[config.mk]
export PLATFORM = sky130hd
export DESIGN_NAME = dual_clkdiv
export DESIGN_NICKNAME = d
export VERILOG_FILES = /design/src/rtl/clkdiv_pkg.sv /design/src/rtl/clkdiv_freeze_capture.sv /design/src/rtl/clkdiv_counter.sv /design/src/rtl/clkdiv_tap_select.sv /design/src/rtl/dual_clkdiv.sv
export SDC_FILE = /design/constraint.sdc
export NUM_CORES = 1
export LEC_CHECK = 0
export ABC_CLOCK_PERIOD_IN_PS = 3140
export BUFFER_PORTS_ARGS = -buffer_cell sky130_fd_sc_hd__buf_2
export CAP_MARGIN = 0
export CORE_AREA = 2 2 39 41
export DETAILED_ROUTE_END_ITERATION = 8
export DIE_AREA = 0 0 41 43
export PLACE_DENSITY_LB_ADDON = 0.08
export SETUP_SLACK_MARGIN = 0.5
export SKIP_CTS_REPAIR_TIMING = 1
export SLEW_MARGIN = 20
export SYNTH_ARGS = -nofsm -noshare
export SYNTH_HDL_FRONTEND = slang
export SYNTH_SLANG_ARGS = --single-unit
export TNS_END_PERCENT = 5
[constraint.sdc]
create_clock -name clk_in -period 3.14 [get_ports clk_in]
set_clock_uncertainty 0.2 [all_clocks]
set_input_delay 0.314 -clock clk_in [delete_from_list [all_inputs] [get_ports clk_in]]
set_output_delay 0.314 -clock clk_in [all_outputs]
set_load 0.1 [all_outputs]
[src/rtl/clkdiv_pkg.sv]
`timescale 1ns/1ps
// Package: clkdiv_pkg
// Shared sizes and types for the dual clock divider.
// Assumes a 2-bit select per output and a counter wide enough to give
// every tap that the slower output can select.
package clkdiv_pkg;
    localparam int DIV_CNT_W = 4;            // counter bits, bit k gives /2^(k+1)
    localparam int DIV_SEL_W = 2;            // select width per output
    localparam int DIV_NSRC  = 1 << DIV_SEL_W;

    typedef logic [DIV_SEL_W-1:0] div_sel_t;
endpackage

[src/rtl/clkdiv_freeze_capture.sv]
`timescale 1ns/1ps
// Module: clkdiv_freeze_capture
// Samples the freeze request on the falling edge of the input clock. The
// divider is therefore gated only while the clock is low, so no runt pulse
// can form. Assumes frz_en_i meets setup to the falling edge.
module clkdiv_freeze_capture (
    input  logic clk_in,
    input  logic mrst_n,
    input  logic frz_en_i,
    output logic frz_o
);
    // Purpose: falling-edge capture of the freeze request, cleared by master reset.
    always_ff @(negedge clk_in or negedge mrst_n) begin
        if (!mrst_n) begin
            frz_o <= 1'b0;
        end else begin
            frz_o <= frz_en_i;
        end
    end
endmodule

[src/rtl/clkdiv_counter.sv]
`timescale 1ns/1ps
// Module: clkdiv_counter
// Shared up-counter behind every divided output. Reset loads all ones, so
// the first rising edge after release wraps to zero and every tap (the
// inverted counter bits) goes high on that edge. Assumes run_i changes
// only while the clock is low.
module clkdiv_counter #(
    parameter int CNT_W = 4
) (
    input  logic             clk_in,
    input  logic             mrst_n,
    input  logic             run_i,
    output logic [CNT_W-1:0] taps_o
);
    localparam logic [CNT_W-1:0] CNT_RST = {CNT_W{1'b1}};

    logic [CNT_W-1:0] cnt_q;

    // Purpose: advance the count on each rising edge that is not frozen.
    always_ff @(posedge clk_in or negedge mrst_n) begin
        if (!mrst_n) begin
            cnt_q <= CNT_RST;
        end else if (run_i) begin
            cnt_q <= cnt_q + 1'b1;
        end
    end

    // Purpose: taps are high for the first half of each period.
    always_comb begin
        taps_o = ~cnt_q;
    end
endmodule

[src/rtl/clkdiv_tap_select.sv]
`timescale 1ns/1ps
// Module: clkdiv_tap_select
// Picks one source for a divided output. With BYPASS set, source 0 is the
// gated input clock and source i is tap i-1. Otherwise source i is tap i.
// Assumes sel_i is quasi-static (it changes only in reset or during a freeze).
module clkdiv_tap_select #(
    parameter int CNT_W  = 4,
    parameter int SEL_W  = 2,
    parameter bit BYPASS = 1'b0
) (
    input  logic [CNT_W-1:0] taps_i,
    input  logic             gclk_i,
    input  logic [SEL_W-1:0] sel_i,
    output logic             q_o
);
    localparam int NSRC = 1 << SEL_W;

    logic [NSRC-1:0] src;

    generate
        if (BYPASS) begin : g_bypass
            assign src[0] = gclk_i;
            for (genvar i = 1; i < NSRC; i++) begin : g_src
                assign src[i] = taps_i[i-1];
            end
        end else begin : g_taps
            for (genvar i = 0; i < NSRC; i++) begin : g_src
                assign src[i] = taps_i[i];
            end
        end
    endgenerate

    // Purpose: route the selected source to the output.
    always_comb begin
        q_o = src[sel_i];
    end
endmodule

[src/rtl/dual_clkdiv.sv]
`timescale 1ns/1ps
// Module: dual_clkdiv
// Two divided clocks taken from one shared counter, with falling-edge
// freeze and an asynchronous active-low master reset. Output A offers
// /1,/2,/4,/8 and output B offers /2,/4,/8,/16. Assumes selects are
// quasi-static and that the freeze request is synchronous to clk_in.
module dual_clkdiv
    import clkdiv_pkg::*;
#(
    parameter int CNT_W = DIV_CNT_W,
    parameter int SEL_W = DIV_SEL_W
) (
    input  logic             clk_in,
    input  logic             mrst_n,
    input  logic             frz_en,
    input  logic [SEL_W-1:0] qa_sel,
    input  logic [SEL_W-1:0] qb_sel,
    output logic             qa_o,
    output logic             qb_o
);
    logic             frz_q;
    logic             gclk;
    logic [CNT_W-1:0] taps;

    clkdiv_freeze_capture u_frz (
        .clk_in   (clk_in),
        .mrst_n   (mrst_n),
        .frz_en_i (frz_en),
        .frz_o    (frz_q)
    );

    clkdiv_counter #(.CNT_W(CNT_W)) u_cnt (
        .clk_in (clk_in),
        .mrst_n (mrst_n),
        .run_i  (!frz_q),
        .taps_o (taps)
    );

    // Purpose: divide-by-1 path, gated only while the clock is low.
    always_comb begin
        gclk = clk_in & ~frz_q & mrst_n;
    end

    clkdiv_tap_select #(.CNT_W(CNT_W), .SEL_W(SEL_W), .BYPASS(1'b1)) u_sel_a (
        .taps_i (taps),
        .gclk_i (gclk),
        .sel_i  (qa_sel),
        .q_o    (qa_o)
    );

    clkdiv_tap_select #(.CNT_W(CNT_W), .SEL_W(SEL_W), .BYPASS(1'b0)) u_sel_b (
        .taps_i (taps),
        .gclk_i (gclk),
        .sel_i  (qb_sel),
        .q_o    (qb_o)
    );

    // ---------------- assertions ----------------
    // in /2 mode, an unfrozen edge toggles B (unless the select moved).
    a_r2_div2_toggle: assert property (@(posedge clk_in) disable iff (!mrst_n)
        (!frz_q && qb_sel == '0) |=> ((qb_o != $past(qb_o)) || (qb_sel != $past(qb_sel))));

    // when B rises, an A output no slower than B rises with it.
    a_r3_edge_aligned: assert property (@(posedge clk_in) disable iff (!mrst_n)
        ($rose(qb_o) && $stable(qb_sel) && $stable(qa_sel) && qa_sel != '0
         && ({1'b0, qa_sel} <= ({1'b0, qb_sel} + 1'b1))) |-> qa_o);

    // a frozen edge leaves B unchanged (unless the select moved).
    a_r4_freeze_hold: assert property (@(posedge clk_in) disable iff (!mrst_n)
        frz_q |=> ((qb_o == $past(qb_o)) || (qb_sel != $past(qb_sel))));

    // the divide-by-1 output stays low through a frozen high phase.
    a_r5_div1_held: assert property (@(negedge clk_in) disable iff (!mrst_n)
        (frz_q && qa_sel == '0) |-> !qa_o);

    // both outputs are low during master reset.
    always @(negedge clk_in) begin
        if (!mrst_n) begin
            a_r7_reset_low: assert (!qa_o && !qb_o);
        end
    end
endmodule

==> results.txt, run 1 <==
The worst setup path is captured at an output port. The number of antenna repair diodes came out at 0. The arrival time at the worst endpoint came out at 3.03 ns. STA puts the critical path data required time at 2.63 ns. Summing all multi-input logic gate instances after layout gives 131 sq um. The count of buffers from port buffering came out at 8. The fraction of layout cells with a size suffix above 1 came out at 63.9%. The total overflow left after global routing is 0.

Max-cap violations in this run came to 0. The final worst setup slack is -0.399 ns. The detailed-router iteration count before antenna repair came out at 3. The count of synthesis-stage warnings from yosys is 0.

The overall via count from detail_route is 210. The flow ran to the end, but the final reports show violations. The layout-stage area growth over the synthesis result came out at 53.6%. TritonCTS built the clock tree. The pin count of the biggest net entering global routing came out at 7. Cells fill 28.8% of the core in the end. The number of antenna violations at the first check in global routing came to 0.

The die area came out at 0.00176 sq mm. The summed negative setup slack over all endpoints is -0.399 ns. The kind of cell with the highest combined delay along the critical path is flip-flops. The average cell area after synthesis is 13.6 sq um. The remaining design rule violation count is 0. After floorplanning, the core was divided into 14 placement rows. The area of the core is 0.00138 sq mm. Clock-pin slew was measured on the worst setup and hold paths at 0.04 ns. The first global-routing pass estimated 752 um of wire. Setup violations remaining at the end of the flow were counted as 2.

The synthesized netlist net count is 27. The summed instance area of the synthesized netlist is 259 sq um. The final weighted congestion in routability-driven placement is 0.647.

Setup repair after global routing could not meet its margin everywhere. For the pin with the worst max-slew slack, the measured transition is 0.483 ns. Once the floorplan was initialized, standard cells occupied 18.7% of the core.

The number of global-route vias before repair is 231. The critical path goes through nor4bb_2, nor3_1, a21oi_1, buf_6. The class of the most critical hold timing path is register to register.

The total placed cells including tap cells came out at 44. The initial DRC count came out at 1. The number of max-slew violations in the final report came out at 0. 9 I/O pins were placed. The critical path launch point type is a register. The post-synthesis sequential element count came out at 5. The number of fill cells in the layout came out at 153. The peak per-stage delay on the critical path came out at 0.35 ns. Leaving out fill and tap cells, the most frequent cells in the layout are sky130_fd_sc_hd__buf_2, sky130_fd_sc_hd__clkbuf_4, sky130_fd_sc_hd__dfstp_2. The remaining number of nets flagged by the antenna check after routing is 0.

The leakage power summed over all cells came out at 0.170 nW. The aggregate routed wire length is 537 um. Counting every instance in the synthesized netlist gives 19.

In the routed layout, each cell is associated on average with a via count of 4.04. The area of all sequential standard cells is 130 sq um. The worst-case IR drop observed on VDD is 288 uV. The share of the Yosys chip area taken by registers is 50.2%. The count of non-filler cells in the finished layout came out at 52. In this run the vertical extent of the chip is 43 um. The overall track demand over capacity in global routing is 7.98%. For the worst-skew pair, the clock arrives at the later sink with an insertion delay of 0.38 ns.

The final-report hold violation count was 0. The headroom to the max-slew limit came out at 68.0%. The final layout contains 45 nets.

The horizontal die dimension came out at 41 um. The maximum fanout along the worst path came out at 2. Leaving out fill and tap cells, the most frequent cell in the layout is sky130_fd_sc_hd__buf_2. In this run the power density over the cells is 1180 mW/mm^2. The final reports fail on setup timing.

The startpoint-to-endpoint class of the critical path is register to output port. The worst slack on hold paths is 0.283 ns. The average wire per standard cell is 10.3 um. Among all stages on the critical path, the largest delay is contributed by sky130_fd_sc_hd__dfrtn_1. Counting both buffers and inverters, the worst setup path holds a total of 1. The count of different cell masters after synthesis came out at 13. The overall power after layout came out at 0.471 mW.
-- cell type report --
cell class                      count  area share [%]
Multi-Input combinational cell     13            33.0
Sequential cell                     5            32.7
Clock buffer                        8            15.1
Timing Repair Buffer                9            13.2
Tap cell                           16            5.03
Inverter                            1           0.943
-- per-layer routing --
layer  wire, um  track usage (%)  up-vias
li1           -                -      104
met1        229             5.90       98
met2        263             7.50        8
met3         44             5.76        0
met4          0             17.3        0
met5          0                0        -
-- report_power, final --
group	switching, mW	internal, mW
Clock	0.0787	0.108
Sequential	0.0324	0.114
Combinational	0.0811	0.0570
-- worst paths after layout --
| check | start | endpoint | slack (ns) | cells past startpoint |
|---|---|---|---|---|
| max in group asynchronous | mrst_n | u_frz.frz_o$_DFF_NN0_ | 1.03 | 2 |
| min | u_cnt.cnt_q[3]$_DFFE_PN1N_ | u_cnt.cnt_q[3]$_DFFE_PN1N_ | 0.28 | 1 |
| min in group asynchronous | mrst_n | u_cnt.cnt_q[2]$_DFFE_PN1N_ | 0.30 | 2 |
| max reg2reg | u_frz.frz_o$_DFF_NN0_ | u_cnt.cnt_q[1]$_DFFE_PN1N_ | 0.39 | 2 |
| min reg2reg | u_cnt.cnt_q[3]$_DFFE_PN1N_ | u_cnt.cnt_q[3]$_DFFE_PN1N_ | 0.28 | 1 |
| max | u_frz.frz_o$_DFF_NN0_ | qa_o | -0.40 | 4 |
-- cells by family (layout without fill, tap and decap cells) --
group,after synthesis,count (layout),share of synthesized area [%]
mux,3,3,17.4
xor+xnor,3,3,10.1
buf+inv,1,18,1.45
fa+ha+maj,1,1,4.83
flops,5,5,50.2
simple gates,5,5,14.0
compound gates,1,1,1.93
-- stage by stage --
| stage | worst slack (ns) | instance area, sq um |
|---|---|---|
| CTS | -0.588 | 375 |
| global route | -0.524 | 398 |
| global placement | -0.115 | 327 |
| floorplan | -1.12 | 259 |
| detailed placement | -0.118 | 327 |
| finish | -0.399 | 398 |
-- synth_stat cells --
| master | instances | area, sq um |
|---|---|---|
| sky130_fd_sc_hd__nor2b_1 | 1 | 6.26 |
| sky130_fd_sc_hd__nor4bb_1 | 1 | 10.0 |
| sky130_fd_sc_hd__dfrtn_1 | 1 | 25.0 |
| sky130_fd_sc_hd__nor3_1 | 1 | 5.00 |
| sky130_fd_sc_hd__mux4_2 | 1 | 22.5 |
| sky130_fd_sc_hd__mux2_2 | 2 | 22.5 |
| sky130_fd_sc_hd__a21oi_1 | 1 | 5.00 |
| sky130_fd_sc_hd__nand2b_1 | 1 | 6.26 |
| sky130_fd_sc_hd__nand4b_1 | 1 | 8.76 |
| sky130_fd_sc_hd__inv_1 | 1 | 3.75 |
| sky130_fd_sc_hd__xnor2_1 | 3 | 26.3 |
| sky130_fd_sc_hd__dfstp_2 | 4 | 105 |
| sky130_fd_sc_hd__ha_1 | 1 | 12.5 |
-- registers in the layout, indices dropped and copies added, names as in the netlist --
register / flops
u_cnt.cnt_q: 4
u_frz.frz_o: 1
No activity file was read; power rests on OpenSTA's default activity.
==> run 2, diff against run 1 <==
--- a/config.mk
+++ b/config.mk
@@ -8,6 +8,8 @@
 export ABC_CLOCK_PERIOD_IN_PS = 3140
 export BUFFER_PORTS_ARGS = -buffer_cell sky130_fd_sc_hd__buf_2
 export CAP_MARGIN = 0
+export CELL_PAD_IN_SITES_DETAIL_PLACEMENT = 0
+export CELL_PAD_IN_SITES_GLOBAL_PLACEMENT = 1
 export CORE_AREA = 2 2 39 41
 export DETAILED_ROUTE_END_ITERATION = 8
 export DIE_AREA = 0 0 41 43
==> run 2 against run 1 <==
The run still ends with setup timing left. Sequential cell count stayed put. First-iteration DRC count stayed put. Power is 2.8% higher. Non-clock buffer count stayed put. Utilization is 0.63 points higher. Global-route usage is 1.8 points higher. Sequential power hardly changed. Largest cell class unchanged. Routed wire length is 3.9% higher. Register-to-register slack better by 0.02 ns. Critical path depth stayed put.
==> results.txt, run 2 (synthesis results as in run 1) <==
Counting flops per register, the top entry is u_cnt.cnt_q. The worst path required time was 2.63 ns (about the same). The fraction of layout cells with a size suffix above 1 came to 66.7% (+2.8 points). The clock latency of the later-clocked register in the worst-skew pair is 0.37 ns (about the same). The number of antenna violations at the first check in global routing came to 0 (unchanged). The die area came out at 0.00176 sq mm (unchanged). The checks that failed: setup timing.

The wire length the detailed router placed on met1 came out at 225 um (-1.7%). The post-CTS clock slew at the launch and capture registers of the worst setup and hold paths came to 0.04 ns (about the same). The summed negative setup slack over all endpoints came out at -0.396 ns (+0.00338 ns). The final worst setup slack came out at -0.396 ns (+0.00338 ns). The arrival time at the worst endpoint came out at 3.02 ns (about the same). The final-report hold violation count came out at 0 (unchanged). The aggregate routed wire length was 558 um (+3.9%). The power share of the clock group is 37.8% (-1.9 points).

The maximum fanout along the worst path is 2 (unchanged). The library cell used most frequently in the layout, excluding fill and tap cells, is sky130_fd_sc_hd__buf_2. The number of antenna repair diodes came out at 0 (unchanged). The layout-stage area growth over the synthesis result is 57.0%. The maximum vdd drop is 298 uV (+3.6%). The detailed route wirelength on metal2 came out at 249 um (-5.3%). The final-stage net count is 45 (unchanged). In this run the critical register-to-register path is captured at u_cnt.cnt_q[1]$_DFFE_PN1N_. The number of cells on the worst hold path was 1 (unchanged). The count of endpoints failing setup in the final report came to 2 (unchanged).

STA classifies the critical path startpoint as a register. The remaining number of nets flagged by the antenna check after routing is 0 (unchanged). The fraction of power consumed by sequential logic is 30.3% (-0.7 points).

The fraction of power consumed by combinational cells came out at 31.9% (+2.6 points). The remaining design rule violation count is 0 (unchanged). The transition time at the pin with the least slew margin came out at 0.487 ns (+0.00380 ns).

The worst setup path is of the register to output port kind. The global-route wire length before repair came to 917 um (+22%). The average wire per standard cell is 10.7 um (+3.9%). The design internal power is 0.286 mW (+2.5%). The initial DRC count came out at 1 (unchanged). The leakage power summed over all cells came out at 0.182 nW (+6.7%). The largest registers in the layout are u_cnt.cnt_q x4, u_frz.frz_o x1. TritonCTS built the clock tree.

The overall track demand over capacity in global routing came out at 9.79% (+1.8 points). The internal reg-to-reg setup slack is 0.41 ns (+0.02 ns). The number of top-level pins came out at 9 (unchanged). The count of standard-cell rows is 14 (unchanged). The number of flip-flops under the largest register name came out at 4 (unchanged). The total congestion overflow after global routing came out at 0 (unchanged). The cell area power density is 1190 mW/mm^2 (+0.62%). The startpoint identified for the worst register-to-register timing path is u_frz.frz_o$_DFF_NN0_.

The endpoint of the worst hold path is u_cnt.cnt_q[3]$_DFFE_PN1N_. The starting utilization of the core area is 18.7% (unchanged). The startpoint of the tightest hold check path is u_cnt.cnt_q[3]$_DFFE_PN1N_.

The overall via count from detail_route came to 214 (+1.9%). The overall power after layout came out at 0.484 mW (+2.8%). The headroom to the max-slew limit came to 67.8% (-0.25 points). The class of the most critical hold timing path is register to register. The max-capacitance violation count is 0 (unchanged). The sum of net half-perimeters after detailed placement came out at 392 um. The number of global-route vias before repair came to 257 (+11%). Setup repair after global routing could not meet its margin everywhere. The count of buffers from port buffering came out at 8 (unchanged). The flow ran to the end, but the final reports show violations. The detailed-router iteration count before antenna repair is 2 (-1). The area of the core was 0.00138 sq mm (unchanged).

In the layout the commonest cells are sky130_fd_sc_hd__buf_2, sky130_fd_sc_hd__clkbuf_4, sky130_fd_sc_hd__dfstp_2. The detailed-routed wire length on met3 came out at 67 um (+52%). The pin count of the biggest net entering global routing was 7 (unchanged). The worst-case reg-to-reg path depth came out at 2 (unchanged). STA classifies the critical path endpoint as an output port. The number of max-slew violations in the final report came to 0 (unchanged). The chip height came out at 43 um (unchanged). The net switching component of the power came out at 0.199 mW (+3.3%). The fraction of power spent switching nets is 41.0% (+0.18 points). The horizontal die dimension came out at 41 um (unchanged). After detailed routing, no signal wire sits above met4.

The via count normalized by instance count came to 4.12 (+1.9%). The final weighted congestion in routability-driven placement came out at 0.629 (-2.7%).
## run 2: cell counts in the layout (fill, tap and decap cells not counted)
No cell type changed its count.
## run 2: final cells by class
type                       count  area, sq um
fill                         148          977
inverter                       1         3.75
clock buffer                   8         60.1
sequential                     5          130
tap                           16         20.0
multi-input combinational     13          140
timing repair buffer           9         52.6
## run 2: critical path: stages (launching register included)
cell                       delay, ns
sky130_fd_sc_hd__dfrtn_1        0.34
sky130_fd_sc_hd__nor4bb_1       0.26
sky130_fd_sc_hd__nor3_1         0.08
sky130_fd_sc_hd__a21oi_1        0.15
sky130_fd_sc_hd__buf_6          0.25
## run 2: layer usage
metal,vias up,track usage [%]
met1,102,7.84
li1,101,-
met2,9,9.38
met4,0,15.3
met5,-,0
met3,2,10.5
## run 2: worst max path at each step
| stage | start | endpoint | slack, ns | cells past startpoint |
|---|---|---|---|---|
| floorplan | u_frz.frz_o$_DFF_NN0_ | qa_o | -1.12 | 3 |
| global placement | u_frz.frz_o$_DFF_NN0_ | qa_o | -0.12 | 4 |
| detailed placement | u_frz.frz_o$_DFF_NN0_ | qa_o | -0.13 | 4 |
| CTS | u_frz.frz_o$_DFF_NN0_ | qa_o | -0.59 | 4 |
| global route | u_frz.frz_o$_DFF_NN0_ | qa_o | -0.48 | 4 |
| finish | u_frz.frz_o$_DFF_NN0_ | qa_o | -0.40 | 4 |
## run 2: power by group through the flow
stage	sequential, mW	combinational [mW]	clock, mW
after floorplan	0.137	0.118	0.0435
after detailed placement	0.146	0.139	0.0474
after CTS	0.145	0.139	0.184
after global routing	0.153	0.164	0.200
after global placement	0.148	0.135	0.0474
final	0.147	0.154	0.183
## run 2: through the flow
stage / hold WS, ns / setup WS (ns) / util, % / cells / area, sq um
after global placement: 0.136 / -0.115 / 23.6 / 44 / 327
after global routing: 0.302 / -0.480 / 29.4 / 52 / 407
after detailed placement: 0.146 / -0.127 / 23.6 / 44 / 327
final: 0.282 / -0.396 / 29.4 / 52 / 407
after floorplan: -0.0338 / -1.12 / - / 19 / 259
after CTS: -0.230 / -0.593 / 27.1 / 51 / 375
==> run 3, diff against run 2 <==
--- a/config.mk
+++ b/config.mk
@@ -5,14 +5,16 @@
 export SDC_FILE = /design/constraint.sdc
 export NUM_CORES = 1
 export LEC_CHECK = 0
-export ABC_CLOCK_PERIOD_IN_PS = 3140
+export ABC_CLOCK_PERIOD_IN_PS = 4500
 export BUFFER_PORTS_ARGS = -buffer_cell sky130_fd_sc_hd__buf_2
 export CAP_MARGIN = 0
 export CELL_PAD_IN_SITES_DETAIL_PLACEMENT = 0
 export CELL_PAD_IN_SITES_GLOBAL_PLACEMENT = 1
 export CORE_AREA = 2 2 39 41
+export CTS_CLUSTER_SIZE = 25
 export DETAILED_ROUTE_END_ITERATION = 8
 export DIE_AREA = 0 0 41 43
+export GPL_TIMING_DRIVEN = 0
 export PLACE_DENSITY_LB_ADDON = 0.08
 export SETUP_SLACK_MARGIN = 0.5
 export SKIP_CTS_REPAIR_TIMING = 1
==> constraint.sdc (replaced) <==
create_clock -name clk_in -period 4.5 [get_ports clk_in]
set_clock_uncertainty 0.2 [all_clocks]
set_input_delay 0.45 -clock clk_in [delete_from_list [all_inputs] [get_ports clk_in]]
set_output_delay 0.45 -clock clk_in [all_outputs]
set_load 0.1 [all_outputs]
==> run 3 against run 2 <==
The flow now finishes without violations. First-iteration DRC count rose to 3.0 times the previous value. Sequential share of layout area rose by 0.099 points. Final area fell by 0.31%. Sequential power fell by 31%. Die area did not move. Via count rose by 2.3%. Critical endpoint unchanged.
==> results.txt, run 3 (synthesis results as in run 1) <==
The max-capacitance violation count is 0 (unchanged). The register with the most flip-flops in the final layout is u_cnt.cnt_q. The number of top-level pins came to 9 (unchanged). The pin count of the biggest net entering global routing came out at 7 (unchanged). The count of endpoints failing setup in the final report is 0 (-2).

The overall via count from detail_route came out at 219 (+2.3%). The worst path required time came to 3.85 ns (+1.22 ns). The maximum fanout along the worst path was 3 (+1). The via count normalized by instance count is 4.13 (+0.41%). The leakage power summed over all cells came out at 0.175 nW (-3.4%). The number of fill cells in the layout came out at 152 (+2.7%). The post-CTS clock slew at the launch and capture registers of the worst setup and hold paths is 0.04 ns (about the same).

The run finished with clean final reports. The worst slack on hold paths is 0.285 ns (+0.00321 ns). The total placed cells including tap cells came out at 43 (-2.3%).

The area of combinational cells with multiple inputs came out at 131 sq um (-6.2%). The horizontal die dimension is 41 um (unchanged). The global-route wire length before repair came to 938 um (+2.3%).

The total congestion overflow after global routing is 0 (unchanged). The count of standard-cell rows was 14 (unchanged). TritonCTS built the clock tree. The worst hold path belongs to the class register to register. The arrival time at the worst endpoint is 3.73 ns (+0.71 ns).

The cell area after placement is 319 sq um (-2.3%). The aggregate routed wire length is 594 um (+6.5%). The number of global-route vias before repair came out at 238 (-7.4%). The transition time at the pin with the least slew margin came to 0.483 ns (-0.00388 ns). The area of the core came to 0.00138 sq mm (unchanged).

The headroom to the max-slew limit is 68.0% (+0.26 points). The critical path endpoint category is an output port. Setup repair after global routing could not meet its margin everywhere. The maximum vdd drop came out at 188 uV (-37%). The count of buffers from port buffering is 8 (unchanged).

STA classifies the critical path startpoint as a register. The remaining number of nets flagged by the antenna check after routing is 0 (unchanged). The number of antenna violations at the first check in global routing is 0 (unchanged).

The power share of the clock group is 38.8% (+1.0 points). The clock latency of the later-clocked register in the worst-skew pair came to 0.37 ns (about the same). The final weighted congestion in routability-driven placement is 0.591 (-6.1%). The fraction of layout cells with a size suffix above 1 is 64.9% (-1.8 points).

The largest registers in the layout are u_cnt.cnt_q x4, u_frz.frz_o x1. The chip height is 43 um (unchanged). The initial DRC count is 3 (+2). The fraction of power consumed by sequential logic is 31.3% (+1.0 points). The number of max-slew violations in the final report is 0 (unchanged). The average wire per standard cell came to 11.2 um (+4.4%). The library cells used most frequently in the layout, excluding fill and tap cells, are sky130_fd_sc_hd__buf_2, sky130_fd_sc_hd__clkbuf_4, sky130_fd_sc_hd__dfstp_2.

The detailed-router iteration count before antenna repair came out at 2 (unchanged). The overall track demand over capacity in global routing came out at 10.7% (+0.91 points). The fraction of power consumed by combinational cells is 29.9% (-2.0 points). The area of all sequential standard cells came out at 130 sq um (unchanged). The number of flip-flops under the largest register name came out at 4 (unchanged).

The net switching component of the power was 0.132 mW (-34%). The cell area power density was 805 mW/mm^2 (-32%). The number of antenna repair diodes is 0 (unchanged). The final-report hold violation count came out at 0 (unchanged). The design internal power was 0.195 mW (-32%).

The post-route cell area is 405 sq um (-0.31%). The final-stage net count is 46 (+2.2%). The startpoint-to-endpoint class of the critical path is register to output port.

The die area is 0.00176 sq mm (unchanged). Leaving out fill and tap cells, the most frequent cell in the layout is sky130_fd_sc_hd__buf_2. The fraction of power spent switching nets was 40.3% (-0.66 points). The starting utilization of the core area is 18.7% (unchanged). The remaining design rule violation count is 0 (unchanged). Relative to the synthesized area, the layout overhead comes to 56.5%. The count of non-filler cells in the finished layout came out at 53 (+1.9%).
[run 3: changes by cell type in the layout (fill, tap and decap cells not counted)]
| cell | change |
|---|---|
| sky130_fd_sc_hd__buf_4 | +1 |
| sky130_fd_sc_hd__nand2b_1 | +1 |
| sky130_fd_sc_hd__nand2b_4 | -1 |
| sky130_fd_sc_hd__nor4bb_1 | -1 |
| sky130_fd_sc_hd__nor4bb_2 | +1 |
| sky130_fd_sc_hd__xnor2_1 | +1 |
| sky130_fd_sc_hd__xnor2_2 | -1 |
[run 3: per-layer routing]
layer / GRT usage [%] / share of wire [%] / vias to the layer above
met3: 15.2 / 7.9 / 0
met4: 15.3 / 0 / 0
li1: - / - / 107
met5: 0 / 0 / -
met2: 9.06 / 52 / 6
met1: 8.17 / 40 / 106
[run 3: cell type report]
class	instances	area share (%)
tap	16	4.94
sequential	5	32.1
multi-input combinational	13	32.4
clock buffer	8	14.8
inverter	1	0.926
timing repair buffer	10	14.8
[run 3: power groups by stage]
stage          registers (mW)  clock network (mW)  logic (mW)
3_3_place_gp            0.104              0.0331      0.0934
6_report                0.102               0.127      0.0976
2_1_floorplan          0.0952              0.0303      0.0827
5_1_grt                 0.107               0.140       0.107
3_5_place_dp            0.104              0.0331      0.0953
4_1_cts                 0.103               0.126      0.0965
[run 3: path summary, 6_finish.rpt]
path	from	endpoint	slack, ns	cells past startpoint
setup / recovery	u_frz.frz_o$_DFF_NN0_	qa_o	0.12	4
hold / removal	u_cnt.cnt_q[3]$_DFFE_PN1N_	u_cnt.cnt_q[3]$_DFFE_PN1N_	0.29	1
setup reg to reg	u_frz.frz_o$_DFF_NN0_	u_cnt.cnt_q[1]$_DFFE_PN1N_	1.06	2
hold reg to reg	u_cnt.cnt_q[3]$_DFFE_PN1N_	u_cnt.cnt_q[3]$_DFFE_PN1N_	0.29	1
max in group asynchronous	mrst_n	u_frz.frz_o$_DFF_NN0_	1.56	2
min in group asynchronous	mrst_n	u_cnt.cnt_q[0]$_DFFE_PN1N_	0.45	2
[run 3: critical path: stages (launching register included)]
cell                       delay (ns)
sky130_fd_sc_hd__dfrtn_1         0.36
sky130_fd_sc_hd__nor4bb_2        0.27
sky130_fd_sc_hd__nor3_1          0.09
sky130_fd_sc_hd__a21oi_1         0.15
sky130_fd_sc_hd__buf_6           0.25
[run 3: stage by stage]
step | setup TNS (ns) | setup slack, ns | util, % | power (mW)
final | 0 | 0.119 | 29.3 | 0.327
after global routing | -0.0277 | -0.0277 | 29.3 | 0.355
after global placement | 0 | 0.337 | 23.1 | 0.230
after CTS | -0.103 | -0.103 | 26.6 | 0.325
after floorplan | -0.575 | -0.575 | - | 0.208
after detailed placement | 0 | 0.330 | 23.1 | 0.232
